File: config.mk
export PLATFORM = sky130hd
export DESIGN_NAME = prio_irq_ctrl
export DESIGN_NICKNAME = d
export VERILOG_FILES = /design/src/rtl/icu_pkg.sv /design/src/rtl/irq_sync.sv /design/src/rtl/irq_source.sv /design/src/rtl/irq_pick.sv /design/src/rtl/prio_irq_ctrl.sv
export SDC_FILE = /design/constraint.sdc
export NUM_CORES = 2
export LEC_CHECK = 0
export ABC_AREA = 1
export BUFFER_PORTS_ARGS = -buffer_cell sky130_fd_sc_hd__buf_2
export CELL_PAD_IN_SITES_DETAIL_PLACEMENT = 1
export CELL_PAD_IN_SITES_GLOBAL_PLACEMENT = 1
export CORE_MARGIN = 5
export CORE_UTILIZATION = 47
export CTS_CLUSTER_DIAMETER = 100
export DETAILED_ROUTE_END_ITERATION = 12
export GPL_TIMING_DRIVEN = 0
export PLACE_DENSITY_LB_ADDON = 0.3
export SYNTH_ARGS = -nofsm -noshare
export SYNTH_HDL_FRONTEND = slang
export SYNTH_SLANG_ARGS = --single-unit
File: constraint.sdc
create_clock -name clk -period 75.6 [get_ports clk]
set_input_delay 7.56 -clock clk [delete_from_list [all_inputs] [get_ports clk]]
set_output_delay 7.56 -clock clk [all_outputs]
set_load 0.01 [all_outputs]
File: src/rtl/icu_pkg.sv
package icu_pkg;
  typedef enum logic [1:0] {
    SENSE_FALL = 2'b00,
    SENSE_LOW  = 2'b01,
    SENSE_RISE = 2'b10,
    SENSE_HIGH = 2'b11
  } sense_e;

  localparam int EN_BIT   = 12;
  localparam int REQ_BIT  = 8;
  localparam int MODE_LO  = 4;
  localparam int LVL_LO   = 0;
  localparam int THR_LO   = 16;
  localparam int STS_SRC  = 22;
  localparam int STS_LVL  = 16;
  localparam logic [2:0] LVL_OFF = 3'd7;
endpackage

File: src/rtl/irq_sync.sv
module irq_sync #(
  parameter int W = 64
) (
  input  logic         clk,
  input  logic         rst_n,
  input  logic [W-1:0] d,
  output logic [W-1:0] q
);
  logic [W-1:0] meta;

  always_ff @(posedge clk or negedge rst_n) begin
    if (!rst_n) begin
      meta <= '0;
      q    <= '0;
    end else begin
      meta <= d;
      q    <= meta;
    end
  end
endmodule

File: src/rtl/irq_source.sv
module irq_source
  import icu_pkg::*;
(
  input  logic       clk,
  input  logic       rst_n,
  input  logic       s,
  input  logic       wr,
  input  logic       w_en,
  input  logic       w_req,
  input  logic [1:0] w_mode,
  input  logic [2:0] w_lvl,
  output logic       en,
  output logic       req,
  output sense_e     mode,
  output logic [2:0] lvl
);
  logic   s_prev;
  logic   hit;
  logic   req_n;
  sense_e mode_n;

  assign mode_n = wr ? sense_e'(w_mode) : mode;

  always_comb begin
    unique case (mode_n)
      SENSE_FALL: hit = s_prev & ~s;
      SENSE_RISE: hit = ~s_prev & s;
      SENSE_LOW:  hit = ~s;
      default:    hit = s;
    endcase
  end

  // level modes (bit 0 set) follow the line; edge modes latch until cleared
  assign req_n = mode_n[0] ? hit : (hit | (req & ~(wr & ~w_req)));

  always_ff @(posedge clk or negedge rst_n) begin
    if (!rst_n) begin
      s_prev <= 1'b0;
      req    <= 1'b0;
      en     <= 1'b0;
      mode   <= SENSE_FALL;
      lvl    <= LVL_OFF;
    end else begin
      s_prev <= s;
      req    <= req_n;
      if (wr) begin
        en   <= w_en;
        mode <= mode_n;
        lvl  <= w_lvl;
      end
    end
  end

  assert_edge_hold_R4: assert property (@(posedge clk) disable iff (!rst_n)
    (!mode[0] && req && !wr) |=> req);

  assert_level_high_R5: assert property (@(posedge clk) disable iff (!rst_n)
    (mode == SENSE_HIGH && s && !wr) |=> req);

  assert_level_low_R5: assert property (@(posedge clk) disable iff (!rst_n)
    (mode == SENSE_LOW && !s && !wr) |=> req);
endmodule

File: src/rtl/irq_pick.sv
module irq_pick #(
  parameter int NSRC  = 64,
  parameter int IDX_W = 6
) (
  input  logic [NSRC-1:0]      elig,
  input  logic [NSRC-1:0][2:0] lvl,
  output logic                 found,
  output logic [IDX_W-1:0]     win_idx,
  output logic [2:0]           win_lvl
);
  // strict compare keeps the earlier (lower-numbered) line on equal levels
  always_comb begin
    found   = 1'b0;
    win_idx = '0;
    win_lvl = 3'd7;
    for (int i = 0; i < NSRC; i++) begin
      if (elig[i] && (!found || (lvl[i] < win_lvl))) begin
        found   = 1'b1;
        win_idx = IDX_W'(i);
        win_lvl = lvl[i];
      end
    end
  end
endmodule

File: src/rtl/prio_irq_ctrl.sv
module prio_irq_ctrl
  import icu_pkg::*;
#(
  parameter int NSRC   = 64,
  parameter int ADDR_W = $clog2(NSRC) + 3
) (
  input  logic              clk,
  input  logic              rst_n,
  input  logic [NSRC-1:0]   irq_in,
  input  logic              reg_wr,
  input  logic              reg_rd,
  input  logic [ADDR_W-1:0] reg_addr,
  input  logic [31:0]       reg_wdata,
  output logic [31:0]       reg_rdata,
  output logic              irq_out
);
  localparam int IDX_W = (NSRC > 1) ? $clog2(NSRC) : 1;
  localparam int SLOTS = 2 ** IDX_W;

  logic [NSRC-1:0]      s_sync;
  logic [NSRC-1:0]      en_a;
  logic [NSRC-1:0]      req_a;
  logic [NSRC-1:0][2:0] lvl_a;
  logic [NSRC-1:0][1:0] mode_a;
  logic [NSRC-1:0]      elig;
  logic [NSRC-1:0]      wr_a;
  logic [31:0]          ctrl_w [SLOTS];
  logic [2:0]           thr_q;
  logic                 found;
  logic [IDX_W-1:0]     win_idx;
  logic [2:0]           win_lvl;
  logic [31:0]          rd_mux;

  logic                 in_src;
  logic [IDX_W-1:0]     sel;
  logic                 sel_sts;
  logic                 sel_thr;

  assign in_src  = reg_addr[ADDR_W-1];
  assign sel     = reg_addr[IDX_W+1:2];
  assign sel_sts = !in_src && (sel == IDX_W'(0));
  assign sel_thr = !in_src && (sel == IDX_W'(1));

  logic unused_bits;
  assign unused_bits = ^{reg_addr[1:0], reg_wdata[31:19], reg_wdata[15:13],
                         reg_wdata[11:9], reg_wdata[7:6], reg_wdata[3]};

  irq_sync #(.W(NSRC)) u_sync (
    .clk  (clk),
    .rst_n(rst_n),
    .d    (irq_in),
    .q    (s_sync)
  );

  for (genvar g = 0; g < NSRC; g++) begin : g_src
    sense_e m;

    assign wr_a[g] = reg_wr && in_src && (sel == IDX_W'(g));

    irq_source u_src (
      .clk   (clk),
      .rst_n (rst_n),
      .s     (s_sync[g]),
      .wr    (wr_a[g]),
      .w_en  (reg_wdata[EN_BIT]),
      .w_req (reg_wdata[REQ_BIT]),
      .w_mode(reg_wdata[MODE_LO+:2]),
      .w_lvl (reg_wdata[LVL_LO+:3]),
      .en    (en_a[g]),
      .req   (req_a[g]),
      .mode  (m),
      .lvl   (lvl_a[g])
    );

    assign mode_a[g] = m;
    assign elig[g]   = en_a[g] && req_a[g] && (lvl_a[g] != LVL_OFF) && (lvl_a[g] < thr_q);
  end

  for (genvar k = 0; k < SLOTS; k++) begin : g_rd
    if (k < NSRC) begin : g_live
      always_comb begin
        ctrl_w[k]              = '0;
        ctrl_w[k][EN_BIT]      = en_a[k];
        ctrl_w[k][REQ_BIT]     = req_a[k];
        ctrl_w[k][MODE_LO+:2]  = mode_a[k];
        ctrl_w[k][LVL_LO+:3]   = lvl_a[k];
      end
    end else begin : g_hole
      assign ctrl_w[k] = '0;
    end
  end

  irq_pick #(.NSRC(NSRC), .IDX_W(IDX_W)) u_pick (
    .elig   (elig),
    .lvl    (lvl_a),
    .found  (found),
    .win_idx(win_idx),
    .win_lvl(win_lvl)
  );

  assign irq_out = found;

  always_comb begin
    rd_mux = '0;
    if (in_src) begin
      rd_mux = ctrl_w[sel];
    end else if (sel_sts) begin
      if (found) begin
        rd_mux[STS_SRC+:6] = 6'(win_idx);
        rd_mux[STS_LVL+:3] = win_lvl;
      end
    end else if (sel_thr) begin
      rd_mux[THR_LO+:3] = thr_q;
    end
  end

  always_ff @(posedge clk or negedge rst_n) begin
    if (!rst_n) begin
      thr_q     <= '0;
      reg_rdata <= '0;
    end else begin
      if (reg_wr && sel_thr) thr_q <= reg_wdata[THR_LO+:3];
      if (reg_rd) reg_rdata <= rd_mux;
    end
  end

  assert_threshold_gate_R7: assert property (@(posedge clk) disable iff (!rst_n)
    irq_out |-> (win_lvl < thr_q));

  assert_level_off_quiet_R8: assert property (@(posedge clk) disable iff (!rst_n)
    irq_out |-> (win_lvl != LVL_OFF));

  assert_enable_gate_R6: assert property (@(posedge clk) disable iff (!rst_n)
    irq_out |-> (en_a[win_idx] && req_a[win_idx]));

  assert_winner_eligible_R9: assert property (@(posedge clk) disable iff (!rst_n)
    irq_out |-> (lvl_a[win_idx] == win_lvl));

  assert_idle_status_R10: assert property (@(posedge clk) disable iff (!rst_n)
    (reg_rd && sel_sts && !irq_out) |=> (reg_rdata == 32'd0));
endmodule

==> flow_summary.toml <==
[layout]
final_cells = 6490
drive_gt1_frac = 0.114
design_area_mm2 = 0.0439
nNetsFinal = 5650
final_util = 0.535
syn_to_final_growth_pct = 12.6

[global_route]
gr-total-overflow = 0
antenna_found_initial = 15
grt_start_max_net_pins = 124
grt_pass1_wl_mm = 251
grt_pass1_vias = 41100
grtUsageTotal = 0.367

[route]
drc = 0
wl_per_cell_um = 25.7
drtAntennaViolNets = 0
routed_wl_mm = 167
vias = 39600
first_iter_violations = 3679
vias_per_cell = 6.10
dr.pass1.iters = 7

[floorplan]
dieArea_mm2 = 0.0888
initial_core_util = 0.475
io_pins = 142
rows = 105
die_h_um = 298
fp.dieW_um = 298
core_mm2 = 0.0821

[synth]
synthTopCellsByCount = "nand2_1 (1401), inv_1 (650), o21ai_0 (627), dfrtp_1 (467), nand3_1 (456)"
syn_area_per_cell_um2 = 7.57
synth.most_common_cell = "nand2_1"
ys_ff_latch = 659
synth_edf_count = 0
synth-adder-area-share = 0.0623
synthMuxAreaShare = 0.000289
synth_compound_area_frac = 0.169
syn_area_mm2 = 0.0390
yosysWarnings = 0
yosys.area.top_type = "dfrtp_1"
async_reset_ff_frac = 1.00
ys_types = 41
synth_top_family_by_area = "simple AND/OR/NAND/NOR gates"
synth-main-ff-cell = "dfrtp_1"
synth_seq_area_share = 0.429
synthSimpleGateAreaFrac = 0.249
synth_cells = 5147
synth_top_area_share = 0.300
synth_xor_area_frac = 0
synth_top_cells_by_area = "dfrtp_1 (30%), nand2_1 (13%), dfstp_2 (13%), o21ai_0 (8.1%), inv_1 (6.3%)"

[sta]
finalSetupTns_ns = 0
report.final.hold_viol_count = 0
finalCritPeriodShare = 0.893
whs_ns = 0.347
rsz0062_at_grt = "false"
setup_viol = 0
drv_slew = 88
timing.fmax_mhz = 14.8
slew_headroom = -0.111
worstMarginPinSlew_ns = 1.67
min_period_ns = 67.52
skew_ns = 0.0323

[clocking]
cts_max_level = 3
root_buffer = "clkbuf_16"
cts_setup_buffers = 0
clock_path_buffers = 3
insertion_delay_ns = 0.67
clkSinkCount = 659
cts_buffers = 77
cts_tree = "yes"
clkTransAtPathRegs_ns = 0.06

[placed_design]
dpl_cell_area_mm2 = 0.0411
port_buffers = 95
dp_hpwl_mm = 121
dp_cells = 6337
gp_congestion = 0.987

[job]
drv_cap = 10

[pwr]
power_density_mw_per_mm2 = 30.6
ir_worst_vdd_mv = 0.0225
leakage_nw = 20.9

[worst_hold_path]
worstHoldPathType = "flip-flop to flip-flop"
hold_depth = 0
min_to = "u_sync.q[19]"
min-delay-start = "u_sync.meta[19]"

[worst_setup_path]
cp_max_fo = 33
r2r_slack_ns = 8.08
cp.required_ns = 76.18
rr_worst_depth = 515
reg2reg_to = "reg_rdata[16]"
crit_type = "flip-flop to flip-flop"
crit_top_cell = "nand2_1"
r2r_start = "thr_q[2]"
cp-end-kind = "flip-flop"
cpMaxStageDelayCell = "dfrtp_1"
arrival_ns = 68.10
cp-start-kind = "flip-flop"
cpPeakStageDelay_ns = 0.44

[status]
outcome = "finished with violations"
violations = "max-capacitance violations, max-slew violations"
[stage by stage]
step / total power [mW] / worst slack (ns)
global placement: 0.897 / 8.45
floorplan: 0.775 / 18.91
global route: 1.44 / 0.0578
finish: 1.35 / 8.08
CTS: 1.34 / 7.31
detailed placement: 0.924 / 7.89
[critical path, delay by kind of cell (launching register included)]
family,cells,cell delay (ns)
and+or+nand+nor,320,25.28
AOI/OAI and AO/OA,65,19.11
adders and majority gates,64,18.37
buffers and inverters,66,4.15
DFF,1,0.44
[how the worst max path moves through the flow]
stage | end | start | slack (ns) | depth (start not counted)
finish | reg_rdata[16] | thr_q[2] | 8.08 | 515
floorplan | reg_rdata[18] | thr_q[2] | 18.91 | 511
global placement | reg_rdata[16] | thr_q[2] | 8.45 | 510
global route | reg_rdata[16] | thr_q[2] | 0.06 | 512
detailed placement | reg_rdata[16] | thr_q[2] | 7.89 | 513
CTS | reg_rdata[16] | thr_q[2] | 7.31 | 513
[layer usage]
metal,wire (um),part of all wire,global-route usage
met1,65400,0.39,0.462
met2,72600,0.44,0.568
met3,17100,0.10,0.104
met4,11400,0.069,0.210
met5,95,0.00057,0
[logic make-up (layout without fill, tap and decap cells)]
group | after synthesis | count (layout)
AOI/OAI and AO/OA | 1105 | 1105
adders and majority gates | 194 | 194
buffers and inverters | 913 | 1163
and+or+nand+nor | 2274 | 2274
other | 1 | 24
DFF | 659 | 659
muxes | 1 | 1
[cells in the final DEF, fill, tap and decap left out, types with 9 or more instances in the layout]
master / count
nand2_1: 1401
inv_1: 648
o21ai_0: 623
dfrtp_1: 467
nand3_1: 456
ha_1: 194
dfstp_2: 192
nor2_1: 178
clkbuf_1: 166
nand2_2: 122
o22ai_1: 105
o221ai_1: 99
buf_2: 94
a21oi_1: 93
clkbuf_16: 79
clkinv_1: 66
a22oi_1: 57
nor3_1: 38
o211ai_1: 33
nor4_1: 31
a311oi_1: 29
or2_2: 27
buf_1: 18
buf_4: 16
conb_1: 16
a221oi_1: 14
a22o_1: 13
o311ai_0: 12
nand4_1: 12
bufinv_16: 12
clkinv_2: 12
clkbuf_8: 10
o21ai_1: 9
[power breakdown]
group,internal (mW),switching [mW]
logic,0.165,0.346
clock network,0.245,0.169
registers,0.391,0.0285
total,0.802,0.544
[cell type report]
type / count / area (um2)
fillers: 10300 / 38200
diodes: 8 / 20.0
clock inverters: 40 / 599
flip-flops and latches: 659 / 16700
repair buffers: 106 / 728
well taps: 1070 / 1340
clock buffers: 104 / 2170
plain buffers: 190 / 786
multi-input cells: 3590 / 18800
inverters: 723 / 2720
[sequential cells by signal, indices dropped and copies added (netlist names)]
signal	count
thr_q	3
g_src.u_src.req	64
g_src.u_src.lvl	192
reg_rdata	16
u_sync.q	64
g_src.u_src.mode	128
g_src.u_src.s_prev	64
g_src.u_src.en	64
u_sync.meta	64
[repair_timing]
action | 4_1_cts | 5_1_grt
endpoints found under the setup margin | 0 | 9
gates resized for setup | 0 | 5
hold buffers | 0 | 0
No activity file was read; power rests on OpenSTA's default activity.
